File: src/rtl/ccr_alu_pkg.sv
// Package for the condition-code ALU.
// Holds the operation encoding used by the top module and by its checker.
package ccr_alu_pkg;

    typedef enum logic [2:0] {
        OP_ADD  = 3'd0,
        OP_ADDI = 3'd1,
        OP_ADDX = 3'd2,
        OP_AND  = 3'd3,
        OP_ASL  = 3'd4,
        OP_ASR  = 3'd5,
        OP_RSV6 = 3'd6,
        OP_RSV7 = 3'd7
    } alu_op_e;

endpackage

File: src/rtl/ccr_alu_adder.sv
// Adder for the condition-code ALU.
// It forms a + b + cin and reports carry out and two's-complement overflow.
// Assumes both operands are WIDTH-bit words and cin is a single bit.
module ccr_alu_adder #(
    parameter int WIDTH = 32
) (
    input  logic [WIDTH-1:0] a_i,
    input  logic [WIDTH-1:0] b_i,
    input  logic             cin_i,
    output logic [WIDTH-1:0] sum_o,
    output logic             carry_o,
    output logic             ovf_o
);

    logic [WIDTH:0] wide_sum;

    // Widened sum, so the carry falls out as the top bit.
    always_comb begin
        wide_sum = {1'b0, a_i} + {1'b0, b_i} + {{WIDTH{1'b0}}, cin_i};
        sum_o    = wide_sum[WIDTH-1:0];
        carry_o  = wide_sum[WIDTH];
        ovf_o    = (a_i[WIDTH-1] == b_i[WIDTH-1]) && (sum_o[WIDTH-1] != a_i[WIDTH-1]);
    end

endmodule

File: src/rtl/ccr_alu_shifter.sv
// Arithmetic shifter for the condition-code ALU.
// Shifts left (zero fill) or right (sign fill) by a count of 0 .. 2^CNT_W-1.
// It reports the last bit shifted out and whether the MSB ever changed (left only).
// Assumes any count, including counts above WIDTH.
module ccr_alu_shifter #(
    parameter int WIDTH = 32,
    parameter int CNT_W = 6
) (
    input  logic [WIDTH-1:0] val_i,
    input  logic [CNT_W-1:0] cnt_i,
    input  logic             left_i,
    output logic [WIDTH-1:0] res_o,
    output logic             last_out_o,
    output logic             msb_chg_o
);

    logic [WIDTH-1:0] shl_val;
    logic [WIDTH-1:0] shr_val;
    logic             last_l;
    logic             last_r;
    logic             chg_l;

    // Shifted words. SV shifts already give zero or sign fill for oversize counts.
    always_comb begin
        shl_val = val_i << cnt_i;
        shr_val = WIDTH'($signed(val_i) >>> cnt_i);
        res_o   = left_i ? shl_val : shr_val;
    end

    // Last bit shifted out, for each direction.
    always_comb begin
        int n;
        n      = int'(cnt_i);
        last_l = 1'b0;
        last_r = (n > WIDTH) ? val_i[WIDTH-1] : 1'b0;
        for (int i = 0; i < WIDTH; i++) begin
            if (n != 0 && (WIDTH - n) == i) last_l = val_i[i];
            if (n != 0 && n <= WIDTH && (n - 1) == i) last_r = val_i[i];
        end
        last_out_o = left_i ? last_l : last_r;
    end

    // MSB-change detection for the left shift: the top n+1 bits are not all equal.
    always_comb begin
        int  n;
        logic seen1;
        logic seen0;
        n     = int'(cnt_i);
        seen1 = 1'b0;
        seen0 = 1'b0;
        for (int i = 0; i < WIDTH; i++) begin
            if (i >= WIDTH - 1 - n) begin
                if (val_i[i]) seen1 = 1'b1;
                else          seen0 = 1'b1;
            end
        end
        if (n >= WIDTH) chg_l = (val_i != '0);
        else            chg_l = seen1 && seen0;
        msb_chg_o = left_i && chg_l;
    end

endmodule

File: src/rtl/ccr_alu.sv
// Condition-code integer ALU, top level.
// It selects the operation and the shift count, derives X/N/Z/V/C, and
// registers the result and flags once.
// Assumes the caller holds the architectural X and Z flags and feeds them back.
module ccr_alu #(
    parameter int WIDTH = 32,
    parameter int CNT_W = 6,
    parameter int IMM_W = 3
) (
    input  logic             clk,
    input  logic             rst_n,
    input  logic [2:0]       op_i,
    input  logic [WIDTH-1:0] src_a_i,
    input  logic [WIDTH-1:0] src_b_i,
    input  logic             cnt_sel_i,
    input  logic [IMM_W-1:0] cnt_imm_i,
    input  logic             x_in_i,
    input  logic             z_in_i,
    output logic [WIDTH-1:0] result_o,
    output logic             x_o,
    output logic             n_o,
    output logic             z_o,
    output logic             v_o,
    output logic             c_o
);
    import ccr_alu_pkg::*;

    localparam int IMM_MAX = 1 << IMM_W;

    alu_op_e          op;
    logic [CNT_W-1:0] shift_cnt;
    logic [WIDTH-1:0] add_sum;
    logic             add_carry;
    logic             add_ovf;
    logic [WIDTH-1:0] sh_res;
    logic             sh_last;
    logic             sh_chg;

    logic [WIDTH-1:0] res_d;
    logic             x_d, n_d, z_d, v_d, c_d;

    // Decode the op code and choose the shift count source.
    always_comb begin
        op = alu_op_e'(op_i);
        if (cnt_sel_i)
            shift_cnt = (cnt_imm_i == '0) ? CNT_W'(IMM_MAX) : CNT_W'(cnt_imm_i);
        else
            shift_cnt = src_b_i[CNT_W-1:0];
    end

    ccr_alu_adder #(.WIDTH(WIDTH)) adder_i (
        .a_i     (src_a_i),
        .b_i     (src_b_i),
        .cin_i   ((op == OP_ADDX) ? x_in_i : 1'b0),
        .sum_o   (add_sum),
        .carry_o (add_carry),
        .ovf_o   (add_ovf)
    );

    ccr_alu_shifter #(.WIDTH(WIDTH), .CNT_W(CNT_W)) shifter_i (
        .val_i      (src_a_i),
        .cnt_i      (shift_cnt),
        .left_i     (op == OP_ASL),
        .res_o      (sh_res),
        .last_out_o (sh_last),
        .msb_chg_o  (sh_chg)
    );

    // Result mux and the flag rules for each operation.
    always_comb begin
        res_d = '0;
        x_d   = x_in_i;
        v_d   = 1'b0;
        c_d   = 1'b0;
        unique case (op)
            OP_ADD, OP_ADDI, OP_ADDX: begin
                res_d = add_sum;
                c_d   = add_carry;
                x_d   = add_carry;
                v_d   = add_ovf;
            end
            OP_AND: begin
                res_d = src_a_i & src_b_i;
            end
            OP_ASL, OP_ASR: begin
                res_d = sh_res;
                c_d   = sh_last;
                x_d   = (shift_cnt == '0) ? x_in_i : sh_last;
                v_d   = sh_chg;
            end
            default: begin
                res_d = '0;
            end
        endcase
        n_d = res_d[WIDTH-1];
        if (op == OP_ADDX) z_d = z_in_i && (res_d == '0);
        else               z_d = (res_d == '0);
    end

    // Output register with synchronous active-low clear.
    always_ff @(posedge clk) begin
        if (!rst_n) begin
            result_o <= '0;
            x_o      <= 1'b0;
            n_o      <= 1'b0;
            z_o      <= 1'b0;
            v_o      <= 1'b0;
            c_o      <= 1'b0;
        end else begin
            result_o <= res_d;
            x_o      <= x_d;
            n_o      <= n_d;
            z_o      <= z_d;
            v_o      <= v_d;
            c_o      <= c_d;
        end
    end

endmodule

File: config.mk
export PLATFORM = sky130hd
export DESIGN_NAME = ccr_alu
export DESIGN_NICKNAME = d
export VERILOG_FILES = /design/src/rtl/ccr_alu_pkg.sv /design/src/rtl/ccr_alu_adder.sv /design/src/rtl/ccr_alu_shifter.sv /design/src/rtl/ccr_alu.sv
export SDC_FILE = /design/constraint.sdc
export NUM_CORES = 1
export LEC_CHECK = 0
export BUFFER_PORTS_ARGS = -buffer_cell sky130_fd_sc_hd__buf_2
export CORE_ASPECT_RATIO = 0.8
export CORE_MARGIN = 1.5
export CORE_UTILIZATION = 30
export CTS_BUF_LIST = sky130_fd_sc_hd__clkbuf_8
export CTS_CLUSTER_SIZE = 14
export DETAILED_ROUTE_END_ITERATION = 6
export PLACE_DENSITY = 0.57
export SLEW_MARGIN = 10
export SYNTH_ARGS = -nofsm -noshare
export SYNTH_HDL_FRONTEND = slang
export SYNTH_SLANG_ARGS = --single-unit
File: constraint.sdc
create_clock -name clk -period 7.4 [get_ports clk]
set_input_delay 1.11 -clock clk [delete_from_list [all_inputs] [get_ports clk]]
set_output_delay 1.11 -clock clk [all_outputs]
set_load 0.02 [all_outputs]
==> results.cfg <==
[run_status]
outcome = finished clean

[global_routing]
grt_pass1_wl_um = 78500
grt.total_usage = 0.323
grt_antenna_before_repair = 1
grt_max_degree = 53
globalRouteOverflowTotal = 0
first_global_vias = 11100

[clocking]
hold_buffers = 0
clk_pin_slew_ns = 0.09
cts.sinks = 36
tritoncts = built
numCtsBuffers = 5
cts_resized = 0
cts_setup_buffers = 0
clockRootBuffer = clkbuf_8
h-tree-depth = 2
cts_buffer_depth = 2

[logic_synthesis]
synth_edf_count = 0
syn_nets = 1378
seq_area_frac_synth = 0.0764
synthCells = 1269
ys_ff_latch = 36
synth.avg_cell_area_um2 = 7.43
ys_types = 90
synth_area_um2 = 9430
async_flop_share = 0
ys_warn_count = 0
synth_flop_cell = dfxtp_1

[cells_and_area]
antennaDiodeCount = 0
num-fill-cells = 3393
drive_gt1_frac = 0.188
fin_cells = 1700
syn2layout_area_growth_pct = 8.88
fin_nets = 1396

[timing]
final_max_slew_viol_count = 0
fin_crit_sh = 0.795
finalSetupViolCount = 0
worst_slew_pin_slew_ns = 1.31
fmax_ghz = 0.170
hold_viol_final = 0
whs_ns = 1.21
fin_crit_ns = 5.88
slew_headroom = 0.121
tns_ns = 0
rsz0062_at_grt = no

[worst_setup_path]
worstPathRequired_ns = 7.63
cp-end-kind = flop
crit_arrival_ns = 6.12
crit_fanout = 32
crit_start = cnt_sel_i
worstSetupPathType = in -> reg
start_kind = primary input

[floorplanning]
rows = 57
die_w_um = 201
coreArea_um2 = 30700
initial_core_util = 0.307
die_h_um = 162
ios = 112
dieArea_um2 = 32500

[power_and_ir_drop]
irDropWorstVdd_v = 0.0000682
p_leak_nw = 3.99
p_total_mw = 1.35
p_per_area_nw_per_um2 = 132

[route]
first_pass_iters = 7
ant_nets = 0
vias = 11900
drtIter0Drc = 1932
drt-total-wl_um = 54100
drc = 0
drt-wirelength-per-cell_um = 31.8
viasPerCell = 7.01

[worst_hold_path]
hp-start = src_b_i[31]
worst_hold_path_type = in -> reg

[placed_design]
dp_cells = 1693
portBuffers = 111
gp_congestion = 1.03
hpwl_um = 39600

[flow_run]
maxCapViolCount = 0
logic make-up after synthesis:
kind of cell             Yosys count  synth area share
flip-flops                        36            0.0764
AND/OR/NAND/NOR                  422             0.218
multiplexers                     139             0.237
AO/OA/AOI/OAI                    466             0.328
XOR/XNOR                          22            0.0204
adder cells (fa/ha/maj)           34            0.0467
buffers and inverters            150            0.0731
sequential cells by signal (all words and copies together) (netlist names):
register / count
result_o: 32
c_o: 1
v_o: 1
x_o: 1
z_o: 1
path summary, 6_finish.rpt:
check  endpoint  slack (ns)  cells after the start
min         v_o        1.21                      3
max         z_o        1.52                     13
layout make-up:
| type | count | area (um^2) | share of cell area |
|---|---|---|---|
| Sequential cell | 36 | 721 | 0.0702 |
| Multi-Input combinational cell | 1083 | 8060 | 0.785 |
| Inverter | 23 | 86.3 | 0.00841 |
| Timing Repair Buffer | 138 | 783 | 0.0763 |
| Tap cell | 413 | 517 | 0.0503 |
| Clock buffer | 7 | 96.3 | 0.00938 |
metal layers:
| layer | wire [um] | up-vias | share of wire | global-route usage |
|---|---|---|---|---|
| met5 | 26 | - | 0.00048 | 0 |
| li1 | - | 4995 | - | - |
| met4 | 1310 | 2 | 0.024 | 0.0607 |
| met2 | 21100 | 995 | 0.39 | 0.444 |
| met3 | 8580 | 123 | 0.16 | 0.125 |
| met1 | 23100 | 5800 | 0.43 | 0.471 |
worst max-delay path, cell delays in order:
cell and delay, ns:
buf_2 0.49, mux2i_4 0.31, buf_4 0.44, mux4_2 0.56, mux2i_1 0.86, nand2_1 0.15
a31oi_1 0.30, o221ai_1 0.18, a311oi_1 0.58, o2111ai_1 0.28, nor4_1 0.42, nand4_1 0.21
nor3_2 0.19
through the flow:
stage                     utilization  setup WS [ns]  instance area, um^2
after global placement          0.332           1.42                10200
after detailed placement        0.332           1.47                10200
after floorplan                     -           2.72                 9430
after global routing            0.335           1.40                10300
final                           0.335           1.52                10300
after CTS                       0.335           1.76                10300
layout by cell type (no fill, tap or decap), types with 32 or more instances in the layout:
master	netlist	layout
dfxtp_1	36	36
o21ai_0	97	97
mux4_2	58	58
nand3_1	49	49
a21oi_1	106	105
nor2_1	94	93
ha_1	32	32
mux2i_1	66	65
nand2_1	130	130
buf_2	29	111
synthesized netlist by cell type (21+ instances only):
library cell | n | share of area
nand2_1 | 130 | 0.052
a21oi_1 | 106 | 0.056
o21ai_0 | 97 | 0.051
nor2_1 | 94 | 0.037
clkbuf_1 | 75 | 0.030
mux2i_1 | 66 | 0.070
mux4_2 | 58 | 0.14
nand3_1 | 49 | 0.026
dfxtp_1 | 36 | 0.076
ha_1 | 32 | 0.042
nor3_1 | 30 | 0.016
buf_2 | 29 | 0.015
a22oi_1 | 25 | 0.020
o22ai_1 | 25 | 0.017
a211oi_1 | 22 | 0.018
a31oi_1 | 22 | 0.015
inv_1 | 22 | 0.0088
a21o_1 | 21 | 0.017
and2_1 | 21 | 0.014
report_power, final:
group          switching (mW)  internal [mW]
sequential            0.00412          0.212
combinational           0.637          0.329
clock                  0.0854         0.0833
No activity file was read; power rests on OpenSTA's default activity.
